[config.mk]
export PLATFORM = sky130hd
export DESIGN_NAME = sysseg_loader
export DESIGN_NICKNAME = d
export VERILOG_FILES = /design/src/rtl/sysseg_pkg.sv /design/src/rtl/sysseg_desc_check.sv /design/src/rtl/sysseg_reg.sv /design/src/rtl/sysseg_loader.sv
export SDC_FILE = /design/constraint.sdc
export NUM_CORES = 1
export LEC_CHECK = 0
export BUFFER_PORTS_ARGS = -buffer_cell sky130_fd_sc_hd__buf_2
export CORE_MARGIN = 3
export CORE_UTILIZATION = 54
export DETAILED_ROUTE_END_ITERATION = 10
export GPL_ROUTABILITY_DRIVEN = 0
export PLACE_DENSITY = 0.81
export SETUP_SLACK_MARGIN = 0.3
export SLEW_MARGIN = 25
export SYNTH_ARGS = -nofsm -noshare
export SYNTH_HDL_FRONTEND = slang
export SYNTH_SLANG_ARGS = --single-unit
export TNS_END_PERCENT = 50
[constraint.sdc]
create_clock -name clk -period 5.1 [get_ports clk]
set_input_delay 0.765 -clock clk [delete_from_list [all_inputs] [get_ports clk]]
set_output_delay 0.765 -clock clk [all_outputs]
set_load 0.05 [all_outputs]
[src/rtl/sysseg_pkg.sv]
package sysseg_pkg;
  typedef enum logic [4:0] {
    FV_NONE = 5'd0,
    FV_UD   = 5'd6,
    FV_NP   = 5'd11,
    FV_GP   = 5'd13
  } fault_vec_e;

  typedef struct packed {
    logic [15:0] sel;
    logic [31:0] base;
    logic [31:0] limit;
    logic [15:0] attr;
    logic        valid;
  } sysreg_t;

  localparam logic [4:0] TYP_LDT   = 5'h02;
  localparam logic [4:0] TYP_TSS16 = 5'h01;
  localparam logic [4:0] TYP_TSS32 = 5'h09;
  localparam int unsigned MIN_LDT   = 7;
  localparam int unsigned MIN_TSS16 = 43;
  localparam int unsigned MIN_TSS32 = 103;
endpackage

[src/rtl/sysseg_desc_check.sv]
module sysseg_desc_check
  import sysseg_pkg::*;
(
  input  logic [31:0] dlo,
  input  logic [31:0] dhi,
  input  logic        is_tr,
  output logic        type_ok,
  output logic        present,
  output logic [31:0] base,
  output logic [31:0] limit,
  output logic [15:0] attr,
  output logic        warn,
  output logic [7:0]  busy_byte
);
  logic [4:0]  typ;
  logic [19:0] raw_lim;

  assign typ       = dhi[12:8];
  assign present   = dhi[15];
  assign raw_lim   = {dhi[19:16], dlo[15:0]};
  assign base      = {dhi[31:24], dhi[7:0], dlo[31:16]};
  assign attr      = dhi[23:8];
  assign limit     = dhi[23] ? {raw_lim, 12'hFFF} : {12'h000, raw_lim};
  assign busy_byte = dhi[15:8] | 8'h02;

  always_comb begin
    if (is_tr) type_ok = (typ == TYP_TSS16) || (typ == TYP_TSS32);
    else       type_ok = (typ == TYP_LDT);
  end

  always_comb begin
    if (!is_tr)                 warn = limit < MIN_LDT;
    else if (typ == TYP_TSS16)  warn = limit < MIN_TSS16;
    else                        warn = limit < MIN_TSS32;
  end
endmodule

[src/rtl/sysseg_reg.sv]
module sysseg_reg
  import sysseg_pkg::*;
#(
  parameter bit KEEP_SEL_ON_NULL = 1'b1
) (
  input  logic        clk,
  input  logic        rst_n,
  input  logic        load,
  input  logic        clear,
  input  logic [15:0] sel,
  input  logic [31:0] base,
  input  logic [31:0] limit,
  input  logic [15:0] attr,
  output sysreg_t     q
);
  always_ff @(posedge clk) begin
    if (!rst_n) begin
      q <= '0;
    end else if (clear) begin
      q.sel   <= KEEP_SEL_ON_NULL ? sel : 16'h0000;
      q.valid <= 1'b0;
    end else if (load) begin
      q.sel   <= sel;
      q.base  <= base;
      q.limit <= limit;
      q.attr  <= attr;
      q.valid <= 1'b1;
    end
  end

  assert_clear_invalid_R4: assert property (@(posedge clk) disable iff (!rst_n)
    clear |=> !q.valid);
endmodule

[src/rtl/sysseg_loader.sv]
module sysseg_loader
  import sysseg_pkg::*;
#(
  parameter int AW = 32
) (
  input  logic          clk,
  input  logic          rst_n,
  input  logic          req_valid,
  output logic          req_ready,
  input  logic          req_tr,
  input  logic [15:0]   req_sel,
  input  logic [1:0]    req_cpl,
  input  logic          req_prot,
  input  logic [AW-1:0] gdt_base,
  input  logic [15:0]   gdt_limit,
  output logic          mem_rd_valid,
  input  logic          mem_rd_ready,
  output logic [AW-1:0] mem_rd_addr,
  input  logic          mem_rsp_valid,
  input  logic [31:0]   mem_rsp_data,
  output logic          mem_wr_valid,
  input  logic          mem_wr_ready,
  output logic [AW-1:0] mem_wr_addr,
  output logic [7:0]    mem_wr_data,
  output logic          done_o,
  output logic [4:0]    fault_vec_o,
  output logic [15:0]   fault_code_o,
  output logic          warn_o,
  output logic [15:0]   ldtr_sel_o,
  output logic [31:0]   ldtr_base_o,
  output logic [31:0]   ldtr_limit_o,
  output logic [15:0]   ldtr_attr_o,
  output logic          ldtr_valid_o,
  output logic [15:0]   tr_sel_o,
  output logic [31:0]   tr_base_o,
  output logic [31:0]   tr_limit_o,
  output logic [15:0]   tr_attr_o,
  output logic          tr_valid_o
);
  localparam int NREG    = 2;
  localparam int IDX_PAD = AW - 16;

  typedef enum logic [2:0] {
    S_IDLE, S_PRE, S_RD_LO, S_WT_LO, S_RD_HI, S_WT_HI, S_EVAL, S_WR
  } state_e;

  state_e        state, nxt;
  logic [15:0]   sel_q, tlim_q;
  logic [1:0]    cpl_q;
  logic          tr_q, prot_q;
  logic [AW-1:0] tbase_q, ent_addr;
  logic [31:0]   dlo_q, dhi_q;

  logic          type_ok, present, warn;
  logic [31:0]   d_base, d_limit;
  logic [15:0]   d_attr;
  logic [7:0]    busy_byte;

  logic          fin, fin_warn, do_load, do_clear;
  fault_vec_e    fin_vec;
  logic [15:0]   sel_err;
  logic          beyond;

  assign sel_err  = {sel_q[15:2], 2'b00};
  assign ent_addr = tbase_q + {{IDX_PAD{1'b0}}, sel_q[15:3], 3'b000};
  assign beyond   = {1'b0, sel_q[15:3], 3'b111} > {1'b0, tlim_q};

  sysseg_desc_check u_chk (
    .dlo(dlo_q), .dhi(dhi_q), .is_tr(tr_q),
    .type_ok(type_ok), .present(present), .base(d_base), .limit(d_limit),
    .attr(d_attr), .warn(warn), .busy_byte(busy_byte)
  );

  always_comb begin
    nxt      = state;
    fin      = 1'b0;
    fin_vec  = FV_NONE;
    fin_warn = 1'b0;
    do_load  = 1'b0;
    do_clear = 1'b0;
    unique case (state)
      S_IDLE:  if (req_valid) nxt = S_PRE;
      S_PRE: begin
        if (!prot_q)                  begin fin = 1'b1; fin_vec = FV_UD; end
        else if (cpl_q != 2'd0)       begin fin = 1'b1; fin_vec = FV_GP; end
        else if (sel_q[15:2] == '0)   begin fin = 1'b1; do_clear = 1'b1; end
        else if (!tr_q && sel_q[2])   begin fin = 1'b1; fin_vec = FV_GP; end
        else if (beyond)              begin fin = 1'b1; fin_vec = FV_GP; end
        else                          nxt = S_RD_LO;
      end
      S_RD_LO: if (mem_rd_ready)  nxt = S_WT_LO;
      S_WT_LO: if (mem_rsp_valid) nxt = S_RD_HI;
      S_RD_HI: if (mem_rd_ready)  nxt = S_WT_HI;
      S_WT_HI: if (mem_rsp_valid) nxt = S_EVAL;
      S_EVAL: begin
        if (!type_ok)      begin fin = 1'b1; fin_vec = FV_GP; end
        else if (!present) begin fin = 1'b1; fin_vec = FV_NP; end
        else if (tr_q)     nxt = S_WR;
        else begin fin = 1'b1; do_load = 1'b1; fin_warn = warn; end
      end
      S_WR: if (mem_wr_ready) begin fin = 1'b1; do_load = 1'b1; fin_warn = warn; end
      default: nxt = S_IDLE;
    endcase
    if (fin) nxt = S_IDLE;
  end

  always_ff @(posedge clk) begin
    if (!rst_n) begin
      state <= S_IDLE;
      sel_q <= '0; tlim_q <= '0; cpl_q <= '0; tr_q <= 1'b0; prot_q <= 1'b0;
      tbase_q <= '0; dlo_q <= '0; dhi_q <= '0;
      done_o <= 1'b0; fault_vec_o <= FV_NONE; fault_code_o <= '0; warn_o <= 1'b0;
    end else begin
      state  <= nxt;
      done_o <= fin;
      if (state == S_IDLE && req_valid) begin
        sel_q <= req_sel; cpl_q <= req_cpl; tr_q <= req_tr; prot_q <= req_prot;
        tbase_q <= gdt_base; tlim_q <= gdt_limit;
      end
      if (state == S_WT_LO && mem_rsp_valid) dlo_q <= mem_rsp_data;
      if (state == S_WT_HI && mem_rsp_valid) dhi_q <= mem_rsp_data;
      if (fin) begin
        fault_vec_o  <= fin_vec;
        fault_code_o <= (fin_vec == FV_GP || fin_vec == FV_NP) &&
                        !(state == S_PRE && (cpl_q != 2'd0 || !prot_q)) ? sel_err : 16'h0000;
        warn_o       <= fin_warn;
      end
    end
  end

  assign req_ready    = (state == S_IDLE);
  assign mem_rd_valid = (state == S_RD_LO) || (state == S_RD_HI);
  assign mem_rd_addr  = (state == S_RD_HI) ? ent_addr + AW'(4) : ent_addr;
  assign mem_wr_valid = (state == S_WR);
  assign mem_wr_addr  = ent_addr + AW'(5);
  assign mem_wr_data  = busy_byte;

  sysreg_t regs [NREG];
  for (genvar i = 0; i < NREG; i++) begin : g_reg
    sysseg_reg #(.KEEP_SEL_ON_NULL(i == 0)) u_reg (
      .clk(clk), .rst_n(rst_n),
      .load(do_load && (tr_q == (i == 1))),
      .clear(do_clear && (tr_q == (i == 1))),
      .sel(sel_q), .base(d_base), .limit(d_limit), .attr(d_attr),
      .q(regs[i])
    );
  end

  assign ldtr_sel_o = regs[0].sel;   assign ldtr_base_o = regs[0].base;
  assign ldtr_limit_o = regs[0].limit; assign ldtr_attr_o = regs[0].attr;
  assign ldtr_valid_o = regs[0].valid;
  assign tr_sel_o = regs[1].sel;     assign tr_base_o = regs[1].base;
  assign tr_limit_o = regs[1].limit; assign tr_attr_o = regs[1].attr;
  assign tr_valid_o = regs[1].valid;

  assert_rd_hold_R13: assert property (@(posedge clk) disable iff (!rst_n)
    mem_rd_valid && !mem_rd_ready |=> mem_rd_valid && $stable(mem_rd_addr));
  assert_wr_hold_R13: assert property (@(posedge clk) disable iff (!rst_n)
    mem_wr_valid && !mem_wr_ready |=> mem_wr_valid && $stable(mem_wr_addr));
  assert_real_no_mem_R2: assert property (@(posedge clk) disable iff (!rst_n)
    (state != S_IDLE) && !prot_q |-> !mem_rd_valid && !mem_wr_valid);
  assert_busy_tr_only_R11: assert property (@(posedge clk) disable iff (!rst_n)
    mem_wr_valid |-> tr_q && mem_wr_data[1]);
  assert_fault_keeps_regs_R7: assert property (@(posedge clk) disable iff (!rst_n)
    done_o && (fault_vec_o != FV_NONE) |-> $stable(ldtr_sel_o) && $stable(tr_sel_o)
      && $stable(ldtr_valid_o) && $stable(tr_valid_o) && $stable(tr_base_o));
  assert_done_idle_R13: assert property (@(posedge clk) disable iff (!rst_n)
    done_o |-> req_ready && fault_code_o[1:0] == 2'b00);
  assert_done_pulse_R13: assert property (@(posedge clk) disable iff (!rst_n)
    done_o |=> !done_o);
endmodule

==> metrics.txt <==
switching share of power 0.3263; number of enable flip-flop cells after synthesis 0; initial antenna violation count 6; critical register-to-register path endpoint g_reg[0].u_reg.q[17]; flip-flop and latch count after synthesis roughly 350; largest incremental delay on the critical path 0.63 ns; Hold Crit Class flop to flop; clock slew at reported path FFs 0.06 ns; post-synthesis async set-or-reset flop share 0; H-tree depth 2; endpoint class of the critical path output port; overall power of the completed layout 6.953 mW; Hold Path End g_reg[0].u_reg.q[62]; number of buffer cells added on primary ports 393; count of warnings emitted by yosys 0; synthesized netlist cell count between 1500 and 2000; Tightest Pin Transition 1.066 ns; Post-Route WL 53310 µm; vias post-DR ~16000; number of vias per cell after detailed routing slightly below 6; DP HPWL 36690 µm; number of sinks on the clock net ~350; total count of hold-check failures in the final report 0; average cell area after synthesis 8.225 µm²; Unique masters post-synth 76; share of the synthesized area in the top cell type 0.4313; share of total power in sequential cells 0.420; status finished, final reports clean; cts bufs inserted 37; Antenna Nets Post-Route 0; Worst VDD drop 0.2732 mV; biggest fanout along the worst timing path 5; number of global-route vias before repair 14900; Initial Util 0.5553; first-pass GRT wire length 79990 µm; worst max-slew margin expressed relative to the limit 0.2890; final cell utilization of the core 0.6814; PD cells between 300 and 400 mW/mm²; Min-Delay Startpoint g_reg[0].u_reg.q[62]; number of nets at the end of the flow 2428; pin count of the biggest net entering global routing 139; start of the worst register-to-register path tr_q; layout overhead on the synthesized area 22.70%; top area cells in the synthesized netlist sky130_fd_sc_hd__dfxtp_1 (43%), sky130_fd_sc_hd__nand2_1 (14%), sky130_fd_sc_hd__a21boi_0 (9.6%); final number of setup-violating endpoints 0; Worst Reg2Reg Path Length in Cells 9; Longest Clk Path Bufs 3; die width approximately 180 µm; GRT overflow 0; part of the total power dissipated in combinational logic 0.213; number of rows created at floorplan 62; number of violations reported at the end of detailed-routing iteration 0 1262; Skew-Pair Late Insertion Delay 0.52 ns; clock period minus worst slack 5.058 ns; portion of the post-synthesis area used by sequential elements 0.4313; register-to-register setup slack 1.20 ns; number of top-level pins approximately 400; WL/cell 19.70 µm; slowest cell on the critical path sky130_fd_sc_hd__nor4_1; number of placed instances, taps included 2620; post-synth top area cell sky130_fd_sc_hd__dfxtp_1; Syn Std Cell Area around 0.016 mm²; count leader, synth sky130_fd_sc_hd__nand2_1; leakage power 8.447 nW; predominant post-synthesis flop cell sky130_fd_sc_hd__dfxtp_1; cts-stage hold buffer count 0; die boundary height 179.0 µm; filler cell count 2335; share of final-layout standard cells stronger than drive strength 1 0.2403; startpoint types flop; max-cap viol count 0; critical path cell sequence ha_4, inv_1, fa_2, nand2b_4, a21oi_2, o21ai_1, a221o_1, nor4b_4, clkdlybuf4s15_2, nand2_1, nor4_1, xnor2_1, buf_2; Psw 2.269 mW; CTS root buffer sky130_fd_sc_hd__clkbuf_16; all-layer global routing usage 0.3130; sum of negative setup slack 0 ns; final worst path period share 0.9918; Highest Clock Rate between 0.15 and 0.2 GHz; die area 0.03203 mm²; DRC violations left 0; Placement Setup Slack 0.3982 ns; cell internal power dissipation approximately 4.7 mW; core box area 0.02909 mm²; final non-filler cell total 2706; Commonest cells post-synth sky130_fd_sc_hd__nand2_1 (596), sky130_fd_sc_hd__dfxtp_1 (348), sky130_fd_sc_hd__a21boi_0 (206), sky130_fd_sc_hd__clkbuf_1 (104), sky130_fd_sc_hd__nor2_1 (61); RSZ-0062 raised after global routing true; CP arrival about 4.3 ns; Setup Crit Path Kind flop to output port; clock tree from TritonCTS built; number of detailed-route iterations in the first pass 6; number of slew-limit violations in the final report 0; Post-Route Skew 0.02082 ns; Req. time, crit path 4.34 ns; final worst-path setup slack 0.04181 ns; portion of total power attributed to the clock network 0.367; Hold Path Cell Cnt 2
[cells by family after synthesis]
| logic type | Yosys count | synth area share |
|---|---|---|
| other | 2 | 0.0004649 |
| AO/OA/AOI/OAI | 450 | 0.2096 |
| buffers and inverters | 173 | 0.04577 |
| XOR/XNOR | 80 | 0.04337 |
| AND/OR/NAND/NOR | 852 | 0.2278 |
| flip-flops | 348 | 0.4313 |
| multiplexers | 29 | 0.01805 |
| adder cells (fa/ha/maj) | 30 | 0.02370 |
[placed cells by master (no fill, tap or decap), drive strengths merged, types with 4 or more instances in the layout]
master,n
inv,27
nand2,597
a21o,11
a22o,15
dfxtp,348
nand4,15
o21a,7
nand2b,8
xnor2,54
ha,29
buf,432
nor2,62
conb,4
nor3,21
mux2i,28
nand3b,6
o21ai,23
a31oi,6
diode,4
o2111ai,4
xor2,26
o211ai,10
and3,6
a211oi,8
and2,13
o211a,42
nor4,21
a21boi,255
clkbuf,53
a21oi,45
nor3b,6
nor2b,20
clkinv,8
nand3,54
[worst max path at each step]
| stage | startpoint | endpoint | slack [ns] | cells past startpoint |
|---|---|---|---|---|
| 2_1_floorplan | sel_q[3] | mem_wr_addr[26] | 0.56 | 11 |
| 3_3_place_gp | sel_q[15] | mem_wr_addr[26] | 0.63 | 10 |
| 3_5_place_dp | sel_q[15] | mem_rd_addr[29] | 0.40 | 10 |
| 4_1_cts | tbase_q[3] | mem_wr_addr[30] | 0.22 | 13 |
| 5_1_grt | tbase_q[3] | mem_wr_addr[29] | -0.02 | 13 |
| 6_report | tbase_q[3] | mem_wr_addr[29] | 0.04 | 13 |
[critical path: cells and delay by family (launching register included)]
family	cells	cell delay [ns]
simple gates	4	1.24
flops	1	0.39
xor+xnor	1	0.20
fa+ha+maj	2	0.56
buf+inv	3	0.68
compound gates	3	0.71
[power groups by stage]
| stage | clock network, mW | registers, mW | logic [mW] |
|---|---|---|---|
| 2_1_floorplan | 0 | 2.93 | 1.04 |
| 3_3_place_gp | 0 | 2.96 | 1.36 |
| 6_report | 2.55 | 2.92 | 1.48 |
| 5_1_grt | 2.69 | 2.93 | 1.58 |
| 3_5_place_dp | 0 | 2.97 | 1.39 |
| 4_1_cts | 2.57 | 2.91 | 1.40 |
[final cells by class]
type	count	area, µm²	area share
tap	384	480.5	0.02424
clock inverter	14	121.4	0.006123
timing repair buffer	435	2344	0.1182
multi-input combinational	1445	8788	0.4434
antenna	4	10.01	0.0005050
sequential	348	6975	0.3519
inverter	25	93.84	0.004734
clock buffer	51	1008	0.05088
[state kept, by name, indices dropped and copies added, names as in the netlist]
signal and cells:
tr_q 1, cpl_q 2, dlo_q 32, done_o 1, g.u_reg.q 194, sel_q 16
state 3, tbase_q 32, prot_q 1, tlim_q 16, warn_o 1, fault_code_o 14
fault_vec_o 3, dhi_q 32
[timing repair]
action / 4_1_cts / 5_1_grt
setup buffers: 6 / 10
endpoints found under the hold margin: 0 / 0
cloned: 0 / 1
setup endpoints to repair: 25 / 30
pin swaps: 2 / 12
resized for setup: 11 / 58
[per-stage QoR]
| stage | cell area [µm²] | hold WS [ns] |
|---|---|---|
| final | 19820 | 0.4500 |
| after CTS | 19440 | 0.4513 |
| after global routing | 19820 | 0.4700 |
| after global placement | 18210 | 0.4306 |
| after detailed placement | 18210 | 0.4425 |
| after floorplan | 16160 | 0.4434 |
[layer usage]
metal	part of all wire	GRT usage	vias to the layer above
met3	0.098	0.08323	227
met4	0.055	0.1419	8
met2	0.47	0.5238	869
met1	0.38	0.3765	7440
met5	0.0011	0	-
li1	-	-	7297
(Power assumes the default switching activity.)
